[src/rtl/hwq_pkg.sv]
package hwq_pkg;

    typedef enum logic [0:0] {
        P_IDLE     = 1'b0,
        P_LOW_HELD = 1'b1
    } pack_st_t;

    typedef enum logic [1:0] {
        W_OPEN = 2'd0,
        W_FULL = 2'd1,
        W_HALF = 2'd2
    } wait_cause_t;

endpackage

[src/rtl/hwq_fifo.sv]
module hwq_fifo #(
    parameter int DEPTH  = 16,
    parameter int DATA_W = 16,
    parameter int TAG_W  = 5,
    localparam int PTR_W = $clog2(DEPTH),
    localparam int CNT_W = PTR_W + 1
) (
    input  logic              clk,
    input  logic              rst_n,
    input  logic              push,
    input  logic [DATA_W-1:0] push_data,
    input  logic [TAG_W-1:0]  push_tag,
    input  logic              pop_req,
    output logic [DATA_W-1:0] head_data,
    output logic [TAG_W-1:0]  head_tag,
    output logic              valid,
    output logic [CNT_W-1:0]  count
);

    localparam int ENT_W = DATA_W + TAG_W;
    localparam logic [CNT_W-1:0] FULL_LVL = CNT_W'(DEPTH);
    localparam logic [PTR_W-1:0] LAST_PTR = PTR_W'(DEPTH - 1);

    logic [ENT_W-1:0] mem [DEPTH];
    logic [PTR_W-1:0] wr_ptr;
    logic [PTR_W-1:0] rd_ptr;
    logic             pop;

    assign valid = (count != '0);
    assign pop   = pop_req && valid;
    assign {head_data, head_tag} = mem[rd_ptr];

    always_ff @(posedge clk) begin
        if (push) begin
            mem[wr_ptr] <= {push_data, push_tag};
        end
    end

    always_ff @(posedge clk) begin
        if (!rst_n) begin
            wr_ptr <= '0;
            rd_ptr <= '0;
            count  <= '0;
        end else begin
            if (push) begin
                wr_ptr <= (wr_ptr == LAST_PTR) ? '0 : wr_ptr + 1'b1;
            end
            if (pop) begin
                rd_ptr <= (rd_ptr == LAST_PTR) ? '0 : rd_ptr + 1'b1;
            end
            unique case ({push, pop})
                2'b10:   count <= count + 1'b1;
                2'b01:   count <= count - 1'b1;
                default: count <= count;
            endcase
        end
    end

    // the packer never pushes into a full queue
    a_r8_no_overflow: assert property (@(posedge clk) disable iff (!rst_n)
        push |-> (count != FULL_LVL));

    // occupancy moves by at most one entry per cycle and stays bounded
    a_r8_count_step: assert property (@(posedge clk) disable iff (!rst_n)
        1'b1 |=> ((count == $past(count)) || (count == $past(count) + 1'b1)
                  || (count + 1'b1 == $past(count))) && (count <= FULL_LVL));

endmodule

[src/rtl/hwq_pack.sv]
module hwq_pack
    import hwq_pkg::*;
#(
    parameter int DATA_W = 16,
    parameter int TAG_W  = 5,
    localparam int HALF_W = DATA_W / 2
) (
    input  logic              clk,
    input  logic              rst_n,
    input  logic              acc,
    input  logic              mode8,
    input  logic              byte_hi,
    input  logic [DATA_W-1:0] wr_data,
    input  logic [TAG_W-1:0]  wr_tag,
    output logic              push,
    output logic [DATA_W-1:0] push_data,
    output logic [TAG_W-1:0]  push_tag
);

    pack_st_t          st;
    pack_st_t          st_nxt;
    logic [HALF_W-1:0] stage;
    logic              stage_ld;

    always_ff @(posedge clk) begin
        if (!rst_n) begin
            st <= P_IDLE;
        end else begin
            st <= st_nxt;
        end
    end

    always_ff @(posedge clk) begin
        if (!rst_n) begin
            stage <= '0;
        end else if (stage_ld) begin
            stage <= wr_data[HALF_W-1:0];
        end
    end

    always_comb begin
        st_nxt    = st;
        push      = 1'b0;
        push_data = wr_data;
        push_tag  = wr_tag;
        stage_ld  = 1'b0;
        if (!mode8) begin
            st_nxt = P_IDLE;
            push   = acc;
        end else begin
            unique case (st)
                P_IDLE: begin
                    if (acc && byte_hi) begin
                        push      = 1'b1;
                        push_data = {wr_data[HALF_W-1:0], {HALF_W{1'b0}}};
                    end else if (acc) begin
                        stage_ld = 1'b1;
                        st_nxt   = P_LOW_HELD;
                    end
                end
                P_LOW_HELD: begin
                    if (acc && byte_hi) begin
                        push      = 1'b1;
                        push_data = {wr_data[HALF_W-1:0], stage};
                        st_nxt    = P_IDLE;
                    end else if (acc) begin
                        stage_ld = 1'b1;
                    end
                end
                default: st_nxt = P_IDLE;
            endcase
        end
    end

    // in byte mode only a high-byte write completes an entry
    a_r6_push_on_high: assert property (@(posedge clk) disable iff (!rst_n)
        (push && mode8) |-> byte_hi);

    // a 16-bit mode cycle leaves nothing staged
    a_r7_flush_idle: assert property (@(posedge clk) disable iff (!rst_n)
        !mode8 |=> (st == P_IDLE));

endmodule

[src/rtl/hwq_wait.sv]
module hwq_wait
    import hwq_pkg::*;
#(
    parameter int DEPTH = 16,
    localparam int CNT_W = $clog2(DEPTH) + 1
) (
    input  logic [CNT_W-1:0] count,
    input  logic             wr_en,
    input  logic             exempt,
    input  logic             pol_half,
    output logic             host_rdy
);

    localparam logic [CNT_W-1:0] FULL_LVL = CNT_W'(DEPTH);
    localparam logic [CNT_W-1:0] HALF_LVL = CNT_W'(DEPTH / 2);

    wait_cause_t cause;

    always_comb begin
        cause = W_OPEN;
        if (count == FULL_LVL) begin
            cause = W_FULL;
        end else if (pol_half && !exempt && (count >= HALF_LVL)) begin
            cause = W_HALF;
        end
    end

    always_comb begin
        unique case (cause)
            W_OPEN:  host_rdy = 1'b1;
            W_FULL:  host_rdy = !wr_en;
            W_HALF:  host_rdy = !wr_en;
            default: host_rdy = !wr_en;
        endcase
    end

endmodule

[src/rtl/hwq_ctrl.sv]
module hwq_ctrl #(
    parameter int DEPTH  = 16,
    parameter int DATA_W = 16,
    parameter int TAG_W  = 5,
    localparam int ADDR_W = TAG_W + 2,
    localparam int CNT_W  = $clog2(DEPTH) + 1
) (
    input  logic              clk,
    input  logic              rst_n,
    input  logic              wr_en,
    input  logic [ADDR_W-1:0] wr_addr,
    input  logic [DATA_W-1:0] wr_data,
    input  logic              pol_half,
    input  logic              mode_8bit,
    output logic              host_rdy,
    input  logic              eng_rd,
    output logic              eng_valid,
    output logic [DATA_W-1:0] eng_data,
    output logic [TAG_W-1:0]  eng_tag
);

    localparam logic [CNT_W-1:0] FULL_LVL = CNT_W'(DEPTH);
    localparam logic [CNT_W-1:0] HALF_LVL = CNT_W'(DEPTH / 2);

    logic              exempt;
    logic              byte_hi;
    logic [TAG_W-1:0]  tag;
    logic              acc;
    logic              push;
    logic [DATA_W-1:0] push_data;
    logic [TAG_W-1:0]  push_tag;
    logic [CNT_W-1:0]  count;

    assign exempt  = wr_addr[ADDR_W-1];
    assign tag     = wr_addr[TAG_W:1];
    assign byte_hi = wr_addr[0];
    assign acc     = wr_en && host_rdy;

    hwq_wait #(.DEPTH(DEPTH)) u_wait (
        .count    (count),
        .wr_en    (wr_en),
        .exempt   (exempt),
        .pol_half (pol_half),
        .host_rdy (host_rdy)
    );

    hwq_pack #(.DATA_W(DATA_W), .TAG_W(TAG_W)) u_pack (
        .clk       (clk),
        .rst_n     (rst_n),
        .acc       (acc),
        .mode8     (mode_8bit),
        .byte_hi   (byte_hi),
        .wr_data   (wr_data),
        .wr_tag    (tag),
        .push      (push),
        .push_data (push_data),
        .push_tag  (push_tag)
    );

    hwq_fifo #(.DEPTH(DEPTH), .DATA_W(DATA_W), .TAG_W(TAG_W)) u_fifo (
        .clk       (clk),
        .rst_n     (rst_n),
        .push      (push),
        .push_data (push_data),
        .push_tag  (push_tag),
        .pop_req   (eng_rd),
        .head_data (eng_data),
        .head_tag  (eng_tag),
        .valid     (eng_valid),
        .count     (count)
    );

    // a full queue always holds off a present write
    a_r2_full_stall: assert property (@(posedge clk) disable iff (!rst_n)
        (wr_en && (count == FULL_LVL)) |-> !host_rdy);

    // half-full policy holds off normal-class writes
    a_r3_half_stall: assert property (@(posedge clk) disable iff (!rst_n)
        (wr_en && pol_half && !exempt && (count >= HALF_LVL)) |-> !host_rdy);

    // compatibility-class writes proceed below full regardless of policy
    a_r4_exempt_pass: assert property (@(posedge clk) disable iff (!rst_n)
        (wr_en && exempt && (count != FULL_LVL)) |-> host_rdy);

    // the head is stable while not popped and nothing was empty
    a_r9_head_stable: assert property (@(posedge clk) disable iff (!rst_n)
        (eng_valid && !eng_rd) |=> ($stable(eng_data) && $stable(eng_tag)));

endmodule

[config.mk]
export PLATFORM = sky130hd
export DESIGN_NAME = hwq_ctrl
export DESIGN_NICKNAME = d
export VERILOG_FILES = /design/src/rtl/hwq_pkg.sv /design/src/rtl/hwq_fifo.sv /design/src/rtl/hwq_pack.sv /design/src/rtl/hwq_wait.sv /design/src/rtl/hwq_ctrl.sv
export SDC_FILE = /design/constraint.sdc
export NUM_CORES = 1
export LEC_CHECK = 0
export CORE_MARGIN = 10
export CORE_UTILIZATION = 50
export CTS_CLUSTER_SIZE = 25
export DETAILED_ROUTE_END_ITERATION = 7
export PLACE_DENSITY_LB_ADDON = 0.25
export SLEW_MARGIN = 0
export SYNTH_ARGS = -nofsm -noshare
export SYNTH_HDL_FRONTEND = slang
export SYNTH_HIERARCHICAL = 1
export SYNTH_SLANG_ARGS = --single-unit
[constraint.sdc]
create_clock -name clk -period 3.85 [get_ports clk]
set_clock_uncertainty 0.05 [all_clocks]
set_input_delay 0.385 -clock clk [delete_from_list [all_inputs] [get_ports clk]]
set_output_delay 0.385 -clock clk [all_outputs]
set_load 0.05 [all_outputs]
==> run summary <==
For the placeable core region, the log shows 0.02801 mm2. The portion of the clock cycle consumed by the worst path in the final layout works out to 0.9317. The critical path launch point type is a flop. The maximum frequency from static timing analysis is 278.8 MHz, and the placed instance count is 1152. The total grt overflow was 0; the number of design-rule violations left by the first detailed-router iteration was 761.

In this run, post-CTS hold repair placed 0 buffers. The y dimension of the die is 189.3 um. The effective utilization at floorplan was 0.5115.

The floorplan has 61 rows. The power per cell area is 621.1 mW/mm2, and the netlist area before placement is 0.01433 mm2. STA classifies the critical path endpoint as an output pin.

The run gives 7596 as the number of global-route vias before repair. Traced cell by cell, the critical path runs through buf_12 -> mux4_2 -> a22oi_1 -> nand2_1 -> clkdlybuf4s50_1. The pre-antenna-repair detailed-routing pass consisted of 5 iterations. Type of the worst setup path: flop to output pin. The flip-flop and latch count after synthesis was 362; the worst endpoint required time was 3.41 ns.

Clock-pin slew was measured on the worst setup and hold paths at 0.06 ns. After filler insertion, the fill cell instance count of the layout stands at 2006. The async set-or-reset flop fraction in the synthesized netlist was 0. Total of buffers placed on input and output ports: 51. Final setup violation count: 0.

The maximum fanout encountered on the critical timing path came out at 25. The worst-case headroom to the max-slew limit was 0.2368; the clock network latency to the later pin of the worst-skew pair was 0.51 ns. The number of antenna diodes in the final layout is 0.

The cell area after placement is 0.01547 mm2. The clock tree root buffer cell is clkbuf_16. The tools report the combined global-route utilization of all metal layers as 0.1700. Share of final-layout standard cells stronger than drive strength 1: 0.2338. Slowest library cell on the worst path: clkdlybuf4s50_1. The count of vias placed by the detailed router is 7217.

Once the clock tree was built, the setup fixing pass inserted 0 buffers. The number of antenna violations at the first check in global routing came out at 0. The pin count of the biggest net entering global routing was 38; the wire length of the first global-routing pass was 46.40 mm. Averaged over all synthesized cells, the footprint is 19.90 um2. The worst min-delay path class is flop to flop. For this design the static power due to leakage is 0.005413 uW. The maximum buffer depth of the clock tree was 3. Counting every net in the synthesized netlist gives 758. The netlist uses 51 different library cells.

TritonCTS built the clock tree. The width of the die works out to 189.3 um. The routed length per placed instance was 24.83 um. Pin placement for this block handled 52 I/O pins. The final max-slew violation count was 0; the routed wire length was 30.10 mm. The filler-free cell count of the finished design is 1212, and the number of enable-type register cells in the synthesized netlist is 336. In the routed design, unresolved DRC markers number 0. Cell count after synthesis: 720. The run finished with clean final reports. The tools report the number of buffers inserted during clock tree synthesis as 36. The worst endpoint data arrival time was 3.15 ns; the area growth from synthesis to layout was 16.16%. Final count of hold timing violations: 0. The clock tree synthesis step divided the H-tree into 2 levels. In this run the remaining antenna-violating nets after routing total 0. The number of warnings printed during yosys synthesis is 6. The weighted congestion at the end of routability-driven global placement is 0.7783, and the count of nets after finishing is 850. Setup repair after global routing left no endpoint under its margin. In the final timing run, aggregate negative setup slack is 0 ns. For the pin with the worst max-slew slack, the measured transition is 1.141 ns.

After layout, the minimum clock period comes to 3.587 ns. VDD sags by at most 0.4115 mV. Among all flip-flop cells after synthesis, the most frequent one is edfxtp_1. The share of synthesized area occupied by flip-flops and latches is 0.7405. The clock net in this run drives a total of 362 sinks. The total of max-cap violations is 0, and the longest individual stage delay on the worst path is 0.74 ns. After legalization and detailed placement, the total HPWL measured 17.92 mm. Using the TritonRoute via totals, the vias-per-cell ratio works out to 5.955.

In this run, post-CTS repair resized a total of 0 instances. The post-layout instance area was 0.01664 mm2; the die area was 0.03583 mm2.
==> routing by layer <==
layer / routed length [um] / global-route usage
met4: 414 / 0.04060
met5: 0 / 0
met3: 1993 / 0.02811
met1: 12850 / 0.2357
met2: 14840 / 0.2771
==> synthesized netlist by cell type (all sizes together), types with 2 or more instances <==
master / instances / share of area
o211ai: 3 / 0.0016
nand4b: 2 / 0.0012
a21oi: 5 / 0.0017
clkbuf: 16 / 0.0042
ha: 9 / 0.0079
xnor2: 2 / 0.0012
a21boi: 5 / 0.0026
mux2: 8 / 0.0068
o21ai: 4 / 0.0014
edfxtp: 336 / 0.70
xor2: 2 / 0.0012
or3: 2 / 0.00087
nor2: 5 / 0.0013
dfxtp: 26 / 0.036
and3: 2 / 0.00087
buf: 25 / 0.012
nand2: 52 / 0.014
inv: 15 / 0.0039
and2: 21 / 0.0092
mux2i: 19 / 0.013
mux4: 84 / 0.13
a22oi: 42 / 0.022
nand2b: 2 / 0.00087
nor2b: 6 / 0.0026
nand3: 7 / 0.0033
==> final cells by class <==
type                    instances  area (um2)  area share
well taps                     378       473.0     0.02842
clock inverters                14       209.0     0.01255
repair buffers                 95       890.9     0.05353
multi-input cells             302        3437      0.2065
flip-flops and latches        362       10620      0.6379
inverters                      15       56.30    0.003383
clock buffers                  46       959.7     0.05766
==> stage by stage <==
stage | hold slack, ns | setup slack [ns] | power [uW] | util
2_1_floorplan | 0.3848 | 0.1456 | 6342 | -
3_3_place_gp | 0.3953 | 0.5549 | 6917 | 0.5525
3_5_place_dp | 0.4014 | 0.3334 | 6978 | 0.5525
4_1_cts | 0.4160 | 0.2182 | 10430 | 0.5942
5_1_grt | 0.4352 | 0.05046 | 10740 | 0.5942
6_report | 0.4107 | 0.2630 | 10340 | 0.5942
==> power by group <==
| part | switching, uW | internal (uW) | total [uW] | leakage, uW |
|---|---|---|---|---|
| Combinational | 1210 | 1050 | 2260 | 0.00160 |
| Sequential | 175 | 4440 | 4610 | 0.00325 |
| Clock | 1370 | 2100 | 3470 | 0.000569 |
| Total | 2750 | 7590 | 10300 | 0.00541 |
==> flip-flops by register name, summed over array words and instances, names as in the netlist, named ones only <==
signal and flops:
u_fifo/mem 336, u_fifo/count 5, u_fifo/wr_ptr 4, u_pack/stage 8, u_fifo/rd_ptr 4
==> worst max-delay path, delay by kind of cell, from the launching register on <==
family | cells | cell delay, ns
flip-flops | 1 | 0.67
buffers and inverters | 2 | 1.03
AO/OA/AOI/OAI | 1 | 0.28
AND/OR/NAND/NOR | 1 | 0.13
multiplexers | 1 | 0.52
==> cells by family after synthesis <==
kind of cell / share of synthesized area
simple gates: 0.04166
mux: 0.1521
compound gates: 0.03484
fa+ha+maj: 0.007860
xor+xnor: 0.002446
buf+inv: 0.02052
flops: 0.7405
==> path summary, 6_finish.rpt <==
kind / start / endpoint / slack [ns] / depth (start not counted)
setup / recovery: flop / eng_data[14] / 0.26 / 5
setup reg to reg: u_fifo/count[0] / u_fifo/count[4] / 0.66 / 12
hold / removal: u_pack/stage[6] / u_pack/stage[6] / 0.41 / 2
hold reg to reg: u_pack/stage[6] / u_pack/stage[6] / 0.41 / 2
==> cells in the final DEF, fill, tap and decap left out, types with 3 or more instances in the layout <==
cell type | netlist | routed
edfxtp_1 | 336 | 336
mux4_2 | 84 | 84
nand2_1 | 52 | 52
clkdlybuf4s50_1 | 0 | 51
a22oi_1 | 42 | 42
buf_4 | 11 | 40
clkbuf_16 | 0 | 37
dfxtp_1 | 26 | 24
and2_1 | 21 | 21
mux2i_1 | 19 | 19
inv_1 | 15 | 15
clkbuf_1 | 16 | 9
ha_1 | 9 | 9
nand3_1 | 6 | 6
mux2_2 | 6 | 6
bufinv_16 | 0 | 5
a21oi_1 | 5 | 5
nor2_1 | 5 | 4
nor2b_1 | 6 | 4
buf_12 | 0 | 4
clkinv_1 | 0 | 3
o21ai_0 | 3 | 3
a21boi_0 | 3 | 3
o211ai_1 | 3 | 3
No activity file was read; power rests on OpenSTA's default activity.
